`src/rtl/dma_regs_pkg.sv`:
```
package dma_regs_pkg;

  localparam logic [3:0] OFF_CMD_STAT = 4'h8;
  localparam logic [3:0] OFF_REQ      = 4'h9;
  localparam logic [3:0] OFF_SMASK    = 4'hA;
  localparam logic [3:0] OFF_MODE     = 4'hB;
  localparam logic [3:0] OFF_PTR_CLR  = 4'hC;
  localparam logic [3:0] OFF_MCLR_TMP = 4'hD;
  localparam logic [3:0] OFF_MASK_CLR = 4'hE;
  localparam logic [3:0] OFF_MASK_ALL = 4'hF;

  typedef struct packed {
    logic [1:0] xfer_mode;  // 3 = cascade
    logic       addr_dec;
    logic       auto_rld;
    logic [1:0] xfer_type;
    logic [1:0] chan_sel;
  } mode_t;

endpackage

```
`src/rtl/dma_chan_regs.sv`:
```
module dma_chan_regs #(
  parameter int DW = 8
) (
  input  logic            clk,
  input  logic            rst,
  input  logic            addr_we,
  input  logic            cnt_we,
  input  logic            hi_byte,
  input  logic            mode_we,
  input  logic [DW-1:0]   din,
  output logic [2*DW-1:0] base_addr_q,
  output logic [2*DW-1:0] cur_addr_q,
  output logic [2*DW-1:0] base_cnt_q,
  output logic [2*DW-1:0] cur_cnt_q,
  output logic [DW-1:0]   mode_q
);
  localparam int AW = 2 * DW;

  function automatic logic [AW-1:0] put_byte(input logic [AW-1:0] old,
                                             input logic          hi,
                                             input logic [DW-1:0] b);
    return hi ? {b, old[DW-1:0]} : {old[AW-1:DW], b};
  endfunction

  always_ff @(posedge clk) begin
    if (rst) begin
      base_addr_q <= '0;
      cur_addr_q  <= '0;
      base_cnt_q  <= '0;
      cur_cnt_q   <= '0;
      mode_q      <= '0;
    end else begin
      if (addr_we) begin
        base_addr_q <= put_byte(base_addr_q, hi_byte, din);
        cur_addr_q  <= put_byte(cur_addr_q, hi_byte, din);
      end
      if (cnt_we) begin
        base_cnt_q <= put_byte(base_cnt_q, hi_byte, din);
        cur_cnt_q  <= put_byte(cur_cnt_q, hi_byte, din);
      end
      if (mode_we) mode_q <= din;
    end
  end
endmodule

```
`src/rtl/dma_ctrl_regs.sv`:
```
module dma_ctrl_regs #(
  parameter int NCH = 4,
  parameter int DW  = 8
) (
  input  logic             clk,
  input  logic             rst,
  input  logic             cmd_we,
  input  logic             req_we,
  input  logic             smask_we,
  input  logic             mall_we,
  input  logic             mzero_we,
  input  logic             mclr_we,
  input  logic             ptr_clr_we,
  input  logic             chan_acc,
  input  logic             stat_rd,
  input  logic [DW-1:0]    din,
  input  logic [NCH-1:0]   tc_set,
  input  logic [NCH-1:0]   rq_set,
  input  logic [NCH-1:0]   rq_clr,
  input  logic             tmp_we,
  input  logic [DW-1:0]    tmp_din,
  output logic [DW-1:0]    cmd_q,
  output logic [DW-1:0]    req_q,
  output logic [NCH-1:0]   mask_q,
  output logic [2*NCH-1:0] stat_q,
  output logic [DW-1:0]    tmp_q,
  output logic             ptr_q
);
  localparam int CH_W = $clog2(NCH);

  logic [NCH-1:0] tc_n, rq_n;

  always_comb begin
    tc_n = stat_q[NCH-1:0];
    rq_n = stat_q[2*NCH-1:NCH] & ~rq_clr;
    if (stat_rd || mclr_we) tc_n = '0;
    if (mclr_we) rq_n = '0;
    tc_n = tc_n | tc_set;
    rq_n = rq_n | rq_set;
  end

  always_ff @(posedge clk) begin
    if (rst) begin
      cmd_q  <= '0;
      req_q  <= '0;
      mask_q <= '0;
      stat_q <= '0;
      tmp_q  <= '0;
      ptr_q  <= 1'b0;
    end else begin
      stat_q <= {rq_n, tc_n};
      if (cmd_we) cmd_q <= din;
      if (req_we) req_q <= din;
      if (tmp_we) tmp_q <= tmp_din;
      if (mclr_we)       mask_q <= '1;
      else if (mzero_we) mask_q <= '0;
      else if (mall_we)  mask_q <= din[NCH-1:0];
      else if (smask_we) mask_q[din[CH_W-1:0]] <= din[CH_W];
      if (mclr_we || ptr_clr_we) ptr_q <= 1'b0;
      else if (chan_acc)         ptr_q <= ~ptr_q;
    end
  end
endmodule

```
`src/rtl/dma_regfile.sv`:
```
module dma_regfile #(
  parameter int NCH = 4,
  parameter int DW  = 8
) (
  input  logic                        clk,
  input  logic                        rst,
  input  logic                        wr_en,
  input  logic                        rd_en,
  input  logic [3:0]                  reg_off,
  input  logic [DW-1:0]               wr_data,
  output logic [DW-1:0]               rd_data,
  input  logic [NCH-1:0]              tc_set,
  input  logic [NCH-1:0]              rq_set,
  input  logic [NCH-1:0]              rq_clr,
  input  logic                        tmp_we,
  input  logic [DW-1:0]               tmp_din,
  output logic [NCH-1:0][2*DW-1:0]    base_addr,
  output logic [NCH-1:0][2*DW-1:0]    cur_addr,
  output logic [NCH-1:0][2*DW-1:0]    base_cnt,
  output logic [NCH-1:0][2*DW-1:0]    cur_cnt,
  output logic [NCH-1:0][DW-1:0]      mode,
  output logic [DW-1:0]               cmd,
  output logic [DW-1:0]               req,
  output logic [NCH-1:0]              mask
);
  import dma_regs_pkg::*;

  localparam int CH_W = $clog2(NCH);

  logic                wr_go, rd_go, chan_hit, ptr_w;
  logic [CH_W-1:0]     ch_idx;
  logic [2*NCH-1:0]    stat_w;
  logic [DW-1:0]       tmp_w;
  logic [DW-1:0]       rd_n;
  logic [2*DW-1:0]     sel_reg;
  mode_t               mode_wr;

  assign wr_go    = wr_en;
  assign rd_go    = rd_en & ~wr_en;
  assign chan_hit = ~reg_off[3];
  assign ch_idx   = reg_off[CH_W:1];
  assign mode_wr  = mode_t'(wr_data);

  for (genvar c = 0; c < NCH; c++) begin : g_chan
    logic hit_c;
    assign hit_c = wr_go && chan_hit && (ch_idx == CH_W'(c));
    dma_chan_regs #(.DW(DW)) chan_i (
      .clk        (clk),
      .rst        (rst),
      .addr_we    (hit_c && !reg_off[0]),
      .cnt_we     (hit_c && reg_off[0]),
      .hi_byte    (ptr_w),
      .mode_we    (wr_go && reg_off == OFF_MODE && mode_wr.chan_sel == 2'(c)),
      .din        (wr_data),
      .base_addr_q(base_addr[c]),
      .cur_addr_q (cur_addr[c]),
      .base_cnt_q (base_cnt[c]),
      .cur_cnt_q  (cur_cnt[c]),
      .mode_q     (mode[c])
    );
  end

  dma_ctrl_regs #(.NCH(NCH), .DW(DW)) ctrl_i (
    .clk       (clk),
    .rst       (rst),
    .cmd_we    (wr_go && reg_off == OFF_CMD_STAT),
    .req_we    (wr_go && reg_off == OFF_REQ),
    .smask_we  (wr_go && reg_off == OFF_SMASK),
    .mall_we   (wr_go && reg_off == OFF_MASK_ALL),
    .mzero_we  (wr_go && reg_off == OFF_MASK_CLR),
    .mclr_we   (wr_go && reg_off == OFF_MCLR_TMP),
    .ptr_clr_we(wr_go && reg_off == OFF_PTR_CLR),
    .chan_acc  ((wr_go || rd_go) && chan_hit),
    .stat_rd   (rd_go && reg_off == OFF_CMD_STAT),
    .din       (wr_data),
    .tc_set    (tc_set),
    .rq_set    (rq_set),
    .rq_clr    (rq_clr),
    .tmp_we    (tmp_we),
    .tmp_din   (tmp_din),
    .cmd_q     (cmd),
    .req_q     (req),
    .mask_q    (mask),
    .stat_q    (stat_w),
    .tmp_q     (tmp_w),
    .ptr_q     (ptr_w)
  );

  assign sel_reg = reg_off[0] ? cur_cnt[ch_idx] : cur_addr[ch_idx];

  always_comb begin
    if (chan_hit)                        rd_n = ptr_w ? sel_reg[2*DW-1:DW] : sel_reg[DW-1:0];
    else if (reg_off == OFF_CMD_STAT)    rd_n = DW'(stat_w);
    else if (reg_off == OFF_MCLR_TMP)    rd_n = tmp_w;
    else if (reg_off == OFF_MASK_ALL)    rd_n = {{(DW-NCH){1'b1}}, mask};
    else                                 rd_n = '1;
  end

  always_ff @(posedge clk) begin
    if (rst)        rd_data <= '0;
    else if (rd_go) rd_data <= rd_n;
  end
endmodule

```
`config.mk`:
```
export PLATFORM = sky130hd
export DESIGN_NAME = dma_regfile
export DESIGN_NICKNAME = d
export VERILOG_FILES = /design/src/rtl/dma_regs_pkg.sv /design/src/rtl/dma_chan_regs.sv /design/src/rtl/dma_ctrl_regs.sv /design/src/rtl/dma_regfile.sv
export SDC_FILE = /design/constraint.sdc
export NUM_CORES = 1
export LEC_CHECK = 0
export BUFFER_PORTS_ARGS = -buffer_cell sky130_fd_sc_hd__buf_2
export CAP_MARGIN = 20
export CORE_UTILIZATION = 40
export CTS_BUF_LIST = sky130_fd_sc_hd__clkbuf_8
export DETAILED_ROUTE_END_ITERATION = 7
export PLACE_DENSITY_LB_ADDON = 0.1
export SLEW_MARGIN = 30
export SYNTH_ARGS = -nofsm -noshare
export SYNTH_HDL_FRONTEND = slang
export SYNTH_SLANG_ARGS = --single-unit
```
`constraint.sdc`:
```
create_clock -name clk -period 5.4 [get_ports clk]
set_input_delay 0.81 -clock clk [delete_from_list [all_inputs] [get_ports clk]]
set_output_delay 0.81 -clock clk [all_outputs]
set_load 0.01 [all_outputs]
```
==> run_results.csv, run 1 <==
group,metric,value,unit
yosys,yosys_warnings,0,
yosys,synth.avg_cell_area,9.10,µm²
yosys,syn_area,0.00995,mm²
sta,worst_slew_pin_slew,0.924,ns
placed_design,dp_cells,1557,
power,leakage,5.31,nW
clocking,clk_path_buf_depth,3,
drt,drtAntennaViolNets,0,
clocking,cts-root-buf,"clkbuf_8",
die,core-area,0.0243,mm²
yosys,ys_seq_area_share,41.3,%
yosys,async_reset_ff_share,0,%
layout,fin_cells,1619,
sta,period_needed,2.81,ns
drt,wl,32.4,mm
min_path,min_from,"g_chan[3].chan_i.mode_q[1]$_SDFFE_PP0P_",
critical_path,slowest_delay,0.85,ns
yosys,synth_cell_type_count,57,
placed_design,dpl.hpwl,21.7,mm
layout,seqCellArea,0.00410,mm²
die,ios,353,
sta,setup_tns,0,ns
critical_path,cp-end-kind,"flip-flop",
sta,rsz0062_at_grt,"no",
critical_path,crit_chain,"buf_2, nand4b_1, nor2b_1, mux2i_1, nor2_1",
global_route,grt_max_degree,98,
layout,diodes,0,
sta,fin_crit_sh,52.1,%
global_route,grt.total_usage,24.7,%
critical_path,worst-endpoint-arrival,3.20,ns
global_route,antenna_found_initial,0,
sta,hold_violations,0,
die,die_area,0.0255,mm²
yosys,yosys-top-cells-area,"dfxtp_1, mux2i_1, buf_4, mux4_2, nor2_1",
yosys,synth_most_common_cell,"dfxtp_1",
drt,viasPerCell,5.18,
yosys,syn_nets,1130,
min_path,hold_depth,2,
critical_path,r2r_slack,2.83,ns
die,die-width,160,µm
sta,slew_viol_final,0,
yosys,synth-edff-count,0,
drt,drtIter0Drc,578,
clocking,htreeDepth,2,
die,initial_core_util,40.9,%
yosys,synth_top_cell_area_share,41.3,%
clocking,post_cts_resized,0,
sta,slew_headroom,37.9,%
sta,fin_skew,0.0125,ns
placed_design,post-place-ws,2.06,ns
min_path,hold_class,"flip-flop to flip-flop",
clocking,insertion_delay,0.52,ns
die,fp.dieH,160,µm
yosys,synth_cells,1093,
sta,fmax,0.356,GHz
drt,via_count,8394,
drt,avgRoutedWirePerCell,20.0,µm
layout,drive_above_1_share,35.2,%
clocking,cts_tree,"built",
power,cellPowerDensity,278,mW/mm²
global_route,grt_overflow,0,
critical_path,cp-start-kind,"input port",
status,status,"finished clean",
critical_path,crit_family,"simple AND/OR/NAND/NOR gates",
power,p_total,0.00321,W
layout,fillers,2384,
placed_design,io_buffers,352,
critical_path,cp_slowest_cell,"nor2b_1",
power,ir_drop,0.141,mV
yosys,synth-seq-cells,205,
sta,setup_viol,0,
min_path,worstHoldEndpoint,"g_chan[3].chan_i.mode_q[1]$_SDFFE_PP0P_",
critical_path,r2r_start,"ctrl_i.ptr_q$_SDFFE_PP0P_",
layout,nNetsFinal,1308,
clocking,cts.sinks,205,
placed_design,gp_congestion,0.810,
clocking,numCtsBuffers,36,
critical_path,cp.required,5.79,ns
critical_path,worst_r2r_endpoint,"g_chan[2].chan_i.base_cnt_q[11]$_SDFFE_PP0P_",
critical_path,cp_max_fo,45,
yosys,yosys.area.top_type,"dfxtp_1",
clocking,cts_hold_buf,0,
flow_run,drv_cap,0,
layout,multi_input_area,0.00447,mm²
global_route,grt_pass1_vias,7779,
clocking,path_clk_slew,0.06,ns
clocking,postCtsSetupBuffers,0,
critical_path,critical_path_buf_inv_count,1,
critical_path,worstSetupPathType,"input port to flip-flop",
sta,layout_setup_ws,2.59,ns
global_route,grt_pass1_wl,48.4,mm
drt,drc,0,
critical_path,reg2reg_depth,4,
drt,drtPass1Iterations,5,
layout,area_delta_synth_final,16.1,%
die,rows,57,
yosys,yosys_most_used_dff,"dfxtp_1",
yosys,synthTopCellsByCount,"dfxtp_1, buf_4, nor2_1",
## kinds of logic after synthesis
group / Yosys count / share of synthesized area [%]
mux: 146 / 18.8
flops: 205 / 41.3
compound gates: 150 / 8.78
simple gates: 362 / 16.9
buf+inv: 230 / 14.3
## worst max path at each step
stage	from	end	slack, ns	cells past startpoint
finish	reg_off[0]	g_chan[2].chan_i.base_cnt_q[11]$_SDFFE_PP0P_	2.59	5
global route	reg_off[0]	g_chan[2].chan_i.base_cnt_q[8]$_SDFFE_PP0P_	2.33	5
CTS	reg_off[0]	g_chan[2].chan_i.base_cnt_q[11]$_SDFFE_PP0P_	2.61	5
detailed placement	reg_off[0]	g_chan[2].chan_i.base_cnt_q[11]$_SDFFE_PP0P_	2.06	5
global placement	reg_off[0]	g_chan[2].chan_i.base_cnt_q[11]$_SDFFE_PP0P_	2.13	5
floorplan	reg_off[2]	rd_data[6]$_SDFFE_PP0P_	3.10	6
## layer usage
metal	track usage [%]	part of all wire [%]	vias up
li1	-	-	3993
met1	34.2	45	4015
met2	39.2	46	341
met3	4.78	7.0	45
met4	6.73	1.8	0
met5	0	0	-
## placed cells by master (no fill, tap or decap), drive strengths merged, types with 3 or more instances in the layout
| cell | netlist | final |
|---|---|---|
| buf | 175 | 362 |
| dfxtp | 205 | 205 |
| nor2 | 127 | 127 |
| mux2i | 111 | 111 |
| nand2 | 108 | 108 |
| a21oi | 92 | 92 |
| nand3 | 77 | 77 |
| clkbuf | 47 | 45 |
| mux4 | 30 | 30 |
| inv | 8 | 22 |
| o21ai | 16 | 16 |
| a31oi | 7 | 7 |
| nand3b | 7 | 7 |
| nor2b | 7 | 7 |
| or3 | 6 | 6 |
| nor3b | 5 | 5 |
| nand2b | 5 | 5 |
| and3 | 5 | 5 |
| mux2 | 5 | 5 |
| nor3 | 5 | 5 |
| o31a | 4 | 4 |
| o22ai | 4 | 4 |
| a22oi | 4 | 4 |
| o211ai | 3 | 3 |
## where the power goes
| group | total, W | internal [W] | leakage [nW] | switching, W |
|---|---|---|---|---|
| logic | 0.000258 | 0.0000845 | 3.25 | 0.000174 |
| clock network | 0.00139 | 0.000749 | 0.405 | 0.000642 |
| registers | 0.00156 | 0.00154 | 1.66 | 0.0000218 |
| total | 0.00321 | 0.00237 | 5.31 | 0.000837 |
## layout make-up
type	count	share of cell area (%)
sequential	205	35.5
multi-input combinational	658	38.7
timing repair buffer	362	16.0
inverter	8	0.260
clock inverter	17	0.650
tap	324	3.51
clock buffer	45	5.36
## sequential cells by signal, summed over array words and instances, names as in the netlist
signal and count:
g_chan.chan_i.base_addr_q 40, g_chan.chan_i.base_cnt_q 40, g_chan.chan_i.mode_q 32, g_chan.chan_i.cur_cnt_q 24
g_chan.chan_i.cur_addr_q 24, ctrl_i.cmd_q 8, ctrl_i.req_q 8, ctrl_i.stat_q 8
ctrl_i.tmp_q 8, rd_data 8, ctrl_i.mask_q 4, ctrl_i.ptr_q 1
## metrics by stage
| step | util (%) | hold slack, ns | cell area (µm²) |
|---|---|---|---|
| after floorplan | - | 0.451 | 9950 |
| after global placement | 44.6 | 0.445 | 10800 |
| after detailed placement | 44.6 | 0.456 | 10900 |
| after CTS | 47.5 | 0.468 | 11500 |
| final | 47.5 | 0.460 | 11500 |
| after global routing | 47.5 | 0.486 | 11500 |
## worst min-delay path: cells and delay by family, from the launching register on
family	cells	cell delay (ns)
DFF	1	0.32
and+or+nand+nor	2	0.11
(Power assumes the default switching activity.)
==> run 2: changes to the inputs <==
- clock period: 5.4 -> 2.55 ns (I/O delays scaled with it)
==> run_results.csv, run 2 (same netlist as run 1, synthesis figures left out) <==
group,metric,value,unit
status,status,"finished clean",
placed_design,dp_cells,1580,
die,fp.dieH,160,µm
sta,rsz0062_at_grt,"no",
critical_path,r2r_slack,0.50,ns
flow_run,drv_cap,0,
global_route,grt.total_usage,25.8,%
sta,slew_headroom,51.1,%
layout,final_common_cell,"buf_2",
sta,period_needed,2.05,ns
min_path,hold_class,"input port to flip-flop",
layout,fin_cells,1640,
sta,fmax,0.489,GHz
critical_path,worst-endpoint-arrival,2.41,ns
power,leakage,5.43,nW
drt,drtIter0Drc,657,
sta,setup_tns,0,ns
global_route,grt_pass1_wl,50.3,mm
sta,hold_violations,0,
die,die_area,0.0255,mm²
global_route,grt_max_degree,162,
critical_path,worstSetupPathType,"flip-flop to flip-flop",
critical_path,cp-start-kind,"flip-flop",
clocking,cts_hold_buf,0,
layout,fillers,2390,
global_route,grt_pass1_vias,7738,
die,die-width,160,µm
sta,worst_slew_pin_slew,0.734,ns
clocking,cts.sinks,205,
layout,final_cell_mix,"buf_2, dfxtp_1, nor2_1",
drt,viasPerCell,5.23,
drt,via_count,8574,
die,core-area,0.0243,mm²
layout,diodes,0,
layout,multi_input_area,0.00446,mm²
clocking,cts_tree,"built",
sta,fin_crit_sh,80.2,%
die,ios,353,
placed_design,gp_congestion,0.832,
drt,drtPass1Iterations,5,
clocking,insertion_delay,0.52,ns
critical_path,cp-end-kind,"flip-flop",
clocking,numCtsBuffers,38,
power,p_total,0.00698,W
layout,largest_registers,"g_chan.chan_i.base_addr_q (40), g_chan.chan_i.base_cnt_q (40), g_chan.chan_i.mode_q (32)",
layout,seqCellArea,0.00410,mm²
drt,avgRoutedWirePerCell,20.6,µm
clocking,path_clk_slew,0.06,ns
clocking,htreeDepth,2,
global_route,grt_overflow,0,
placed_design,dpl.hpwl,23.3,mm
layout,nNetsFinal,1333,
power,cellPowerDensity,593,mW/mm²
drt,wl,33.8,mm
clocking,post_cts_resized,0,
global_route,antenna_found_initial,0,
drt,drtAntennaViolNets,0,
layout,drive_above_1_share,36.5,%
die,rows,57,
sta,setup_viol,0,
placed_design,io_buffers,352,
clocking,postCtsSetupBuffers,0,
die,initial_core_util,40.9,%
layout,area_delta_synth_final,18.4,%
critical_path,cp.required,2.92,ns
sta,fin_skew,0.0114,ns
critical_path,cp_max_fo,27,
clocking,clk_path_buf_depth,3,
sta,slew_viol_final,0,
drt,drc,0,
clocking,cts-root-buf,"clkbuf_8",
power,ir_drop,0.239,mV
[run 2: per-layer routing]
metal	up-vias	part of all wire [%]	track usage, %
met5	-	0	0
li1	4040	-	-
met3	46	7.3	4.39
met4	0	2.1	7.17
met2	378	46	40.4
met1	4110	44	36.4
[run 2: path summary, 6_finish.rpt]
path,start,to,cells after the start
min,rq_set[1],ctrl_i.stat_q[5]$_SDFF_PP0_,3
min reg2reg,g_chan[3].chan_i.mode_q[0]$_SDFFE_PP0P_,g_chan[3].chan_i.mode_q[0]$_SDFFE_PP0P_,2
max,ctrl_i.ptr_q$_SDFFE_PP0P_,g_chan[0].chan_i.cur_cnt_q[6]$_SDFFE_PP0P_,6
max reg2reg,ctrl_i.ptr_q$_SDFFE_PP0P_,g_chan[0].chan_i.cur_cnt_q[6]$_SDFFE_PP0P_,6
[run 2: cell type report]
| cell class | instances | area share, % |
|---|---|---|
| inverter | 8 | 0.255 |
| clock buffer | 47 | 5.49 |
| multi-input combinational | 658 | 37.9 |
| timing repair buffer | 385 | 17.4 |
| clock inverter | 13 | 0.691 |
| sequential | 205 | 34.9 |
| tap | 324 | 3.44 |
[run 2: per-stage QoR]
stage	area, µm²	hold slack (ns)	utilization, %	setup slack, ns
4_1_cts	11800	0.0529	48.4	0.522
5_1_grt	11800	0.0680	48.4	0.354
6_report	11800	0.0752	48.4	0.504
3_5_place_dp	11000	0.461	45.4	0.224
3_3_place_gp	11000	0.447	45.4	0.268
2_1_floorplan	9950	0.451	-	0.678
[run 2: critical path: stages, from the launching register on]
cell	delay, ns
dfxtp_1	0.46
buf_4	0.26
nor4bb_4	0.31
buf_4	0.35
nand2_1	0.29
nand2_1	0.14
a21oi_1	0.07
[run 2: power by group]
group / leakage, nW / internal [W] / total [W] / switching, W
registers: 1.66 / 0.00325 / 0.00330 / 0.0000478
clock network: 0.408 / 0.00174 / 0.00310 / 0.00136
logic: 3.37 / 0.000199 / 0.000582 / 0.000384
total: 5.43 / 0.00519 / 0.00698 / 0.00179
==> run 3: changes to the inputs <==
- clock period: 2.55 -> 2 ns (I/O delays scaled with it)
==> run_results.csv, run 3 (same netlist as run 1, synthesis figures left out) <==
group,metric,value,unit
status,status,"finished clean",
global_route,grt_pass1_wl,50.6,mm
placed_design,io_buffers,352,
critical_path,worstSetupPathType,"flip-flop to flip-flop",
critical_path,cp_slowest_cell,"dfxtp_1",
sta,rsz0062_at_grt,"no",
die,ios,353,
min_path,hold_class,"input port to flip-flop",
drt,drtIter0Drc,650,
global_route,grt_max_degree,140,
clocking,cts-root-buf,"clkbuf_8",
global_route,grt_overflow,0,
power,cellPowerDensity,711,mW/mm²
layout,largest_registers,"g_chan.chan_i.base_addr_q (40), g_chan.chan_i.base_cnt_q (40), g_chan.chan_i.mode_q (32)",
power,ir_drop,0.437,mV
sta,hold_violations,0,
placed_design,dpl.hpwl,23.8,mm
global_route,grt_pass1_vias,8069,
flow_run,drv_cap,0,
critical_path,cp.required,2.39,ns
critical_path,worst-endpoint-arrival,2.26,ns
placed_design,post_dp_cell_area,0.0113,mm²
layout,final_common_cell,"buf_2",
layout,design_area,0.0121,mm²
global_route,top_usage_layer,"met2",
sta,setup_viol,0,
die,initial_core_util,40.9,%
layout,area_delta_synth_final,22.2,%
drt,via_count,8660,
global_route,grt_util_met2,40.8,%
layout,drive_above_1_share,36.9,%
global_route,met3_usage,6.13,%
die,fp.dieH,160,µm
critical_path,reg2reg_depth,5,
drt,wl,33.8,mm
layout,final_cell_mix,"buf_2, dfxtp_1, nor2_1",
clocking,numCtsBuffers,36,
die,core-area,0.0243,mm²
drt,drtAntennaViolNets,0,
sta,slew_viol_final,0,
die,die_area,0.0255,mm²
critical_path,cp-start-kind,"flip-flop",
global_route,grt.total_usage,25.9,%
critical_path,crit_chain,"nor4bb_4, buf_4, nand2_1, nand2_1, a21oi_1",
clocking,postCtsSetupBuffers,0,
power,p_total,0.00864,W
placed_design,gp_congestion,0.845,
critical_path,crit_path_frequent_cell,"nand2_1",
sta,fin_skew,0.0268,ns
clocking,path_clk_slew,0.06,ns
sta,whs,0.0722,ns
clocking,cts_tree,"built",
clocking,htreeDepth,2,
sta,period_needed,1.87,ns
die,die-width,160,µm
die,rows,57,
min_path,hold_depth,4,
layout,nNetsFinal,1372,
clocking,insertion_delay,0.55,ns
power,leakage,5.64,nW
critical_path,cp-end-kind,"flip-flop",
drt,drc,0,
layout,post-route-util,50.0,%
critical_path,slowest_delay,0.59,ns
clocking,clk_path_buf_depth,3,
global_route,antenna_found_initial,1,
critical_path,cp_max_fo,17,
sta,slew_headroom,51.6,%
drt,viasPerCell,5.14,
global_route,grtUsageMet1,34.9,%
sta,worst_slew_pin_slew,0.722,ns
clocking,cts.sinks,205,
sta,fmax,0.534,GHz
sta,fin_crit_sh,93.6,%
drt,drtPass1Iterations,5,
drt,avgRoutedWirePerCell,20.1,µm
run 3: cell count changes in the layout (fill, tap and decap cells not counted), moves of 2 or more:
cell / before / now
buf_4: 32 / 49
buf_12: 2 / 10
clkbuf_8: 47 / 40
clkinv_2: 2 / 4
inv_1: 17 / 23
dlygate4sd3_1: 0 / 16
run 3: power breakdown:
group / switching, W / total (W) / leakage, nW / internal [W]
Combinational: 0.000497 / 0.000810 / 3.58 / 0.000313
Sequential: 0.0000593 / 0.00421 / 1.66 / 0.00415
Clock: 0.00178 / 0.00362 / 0.394 / 0.00185
run 3: routing by layer:
layer | part of all wire, % | up-vias
met5 | 0 | -
met2 | 46 | 380
met1 | 44 | 4098
met3 | 7.5 | 49
met4 | 2.2 | 0
li1 | - | 4133
run 3: final timing paths:
kind | startpoint | to | slack [ns]
max | ctrl_i.ptr_q$_SDFFE_PP0P_ | g_chan[1].chan_i.base_addr_q[9]$_SDFFE_PP0P_ | 0.13
min | rq_clr[2] | ctrl_i.stat_q[6]$_SDFF_PP0_ | 0.07
max reg2reg | ctrl_i.ptr_q$_SDFFE_PP0P_ | g_chan[1].chan_i.base_addr_q[9]$_SDFFE_PP0P_ | 0.13
min reg2reg | g_chan[2].chan_i.mode_q[0]$_SDFFE_PP0P_ | g_chan[2].chan_i.mode_q[0]$_SDFFE_PP0P_ | 0.47
run 3: area by class of cell:
| type | count | area [µm²] |
|---|---|---|
| fillers | 2365 | 12200 |
| clock inverters | 22 | 104 |
| well taps | 324 | 405 |
| repair buffers | 426 | 2490 |
| clock buffers | 40 | 551 |
| diodes | 1 | 2.50 |
| inverters | 8 | 30.0 |
| multi-input cells | 658 | 4460 |
| flip-flops and latches | 205 | 4100 |
run 3: what timing repair did:
item                       CTS  global route
hold endpoints to repair    16             0
hold buffers                16             0
resized for setup            0             0
setup endpoints to repair    0             0
run 3: metrics by stage:
step,TNS [ns],worst slack [ns],std cells
floorplan,0,0.211,1093
global placement,-0.140,-0.0738,1605
detailed placement,-0.393,-0.117,1605
CTS,0,0.123,1683
global route,0,0.000315,1683
finish,0,0.128,1684
run 3: critical path: cells and delay by family, from the launching register on:
family          cells  cell delay [ns]
compound gates      1             0.07
flops               1             0.59
buf+inv             1             0.29
simple gates        3             0.76
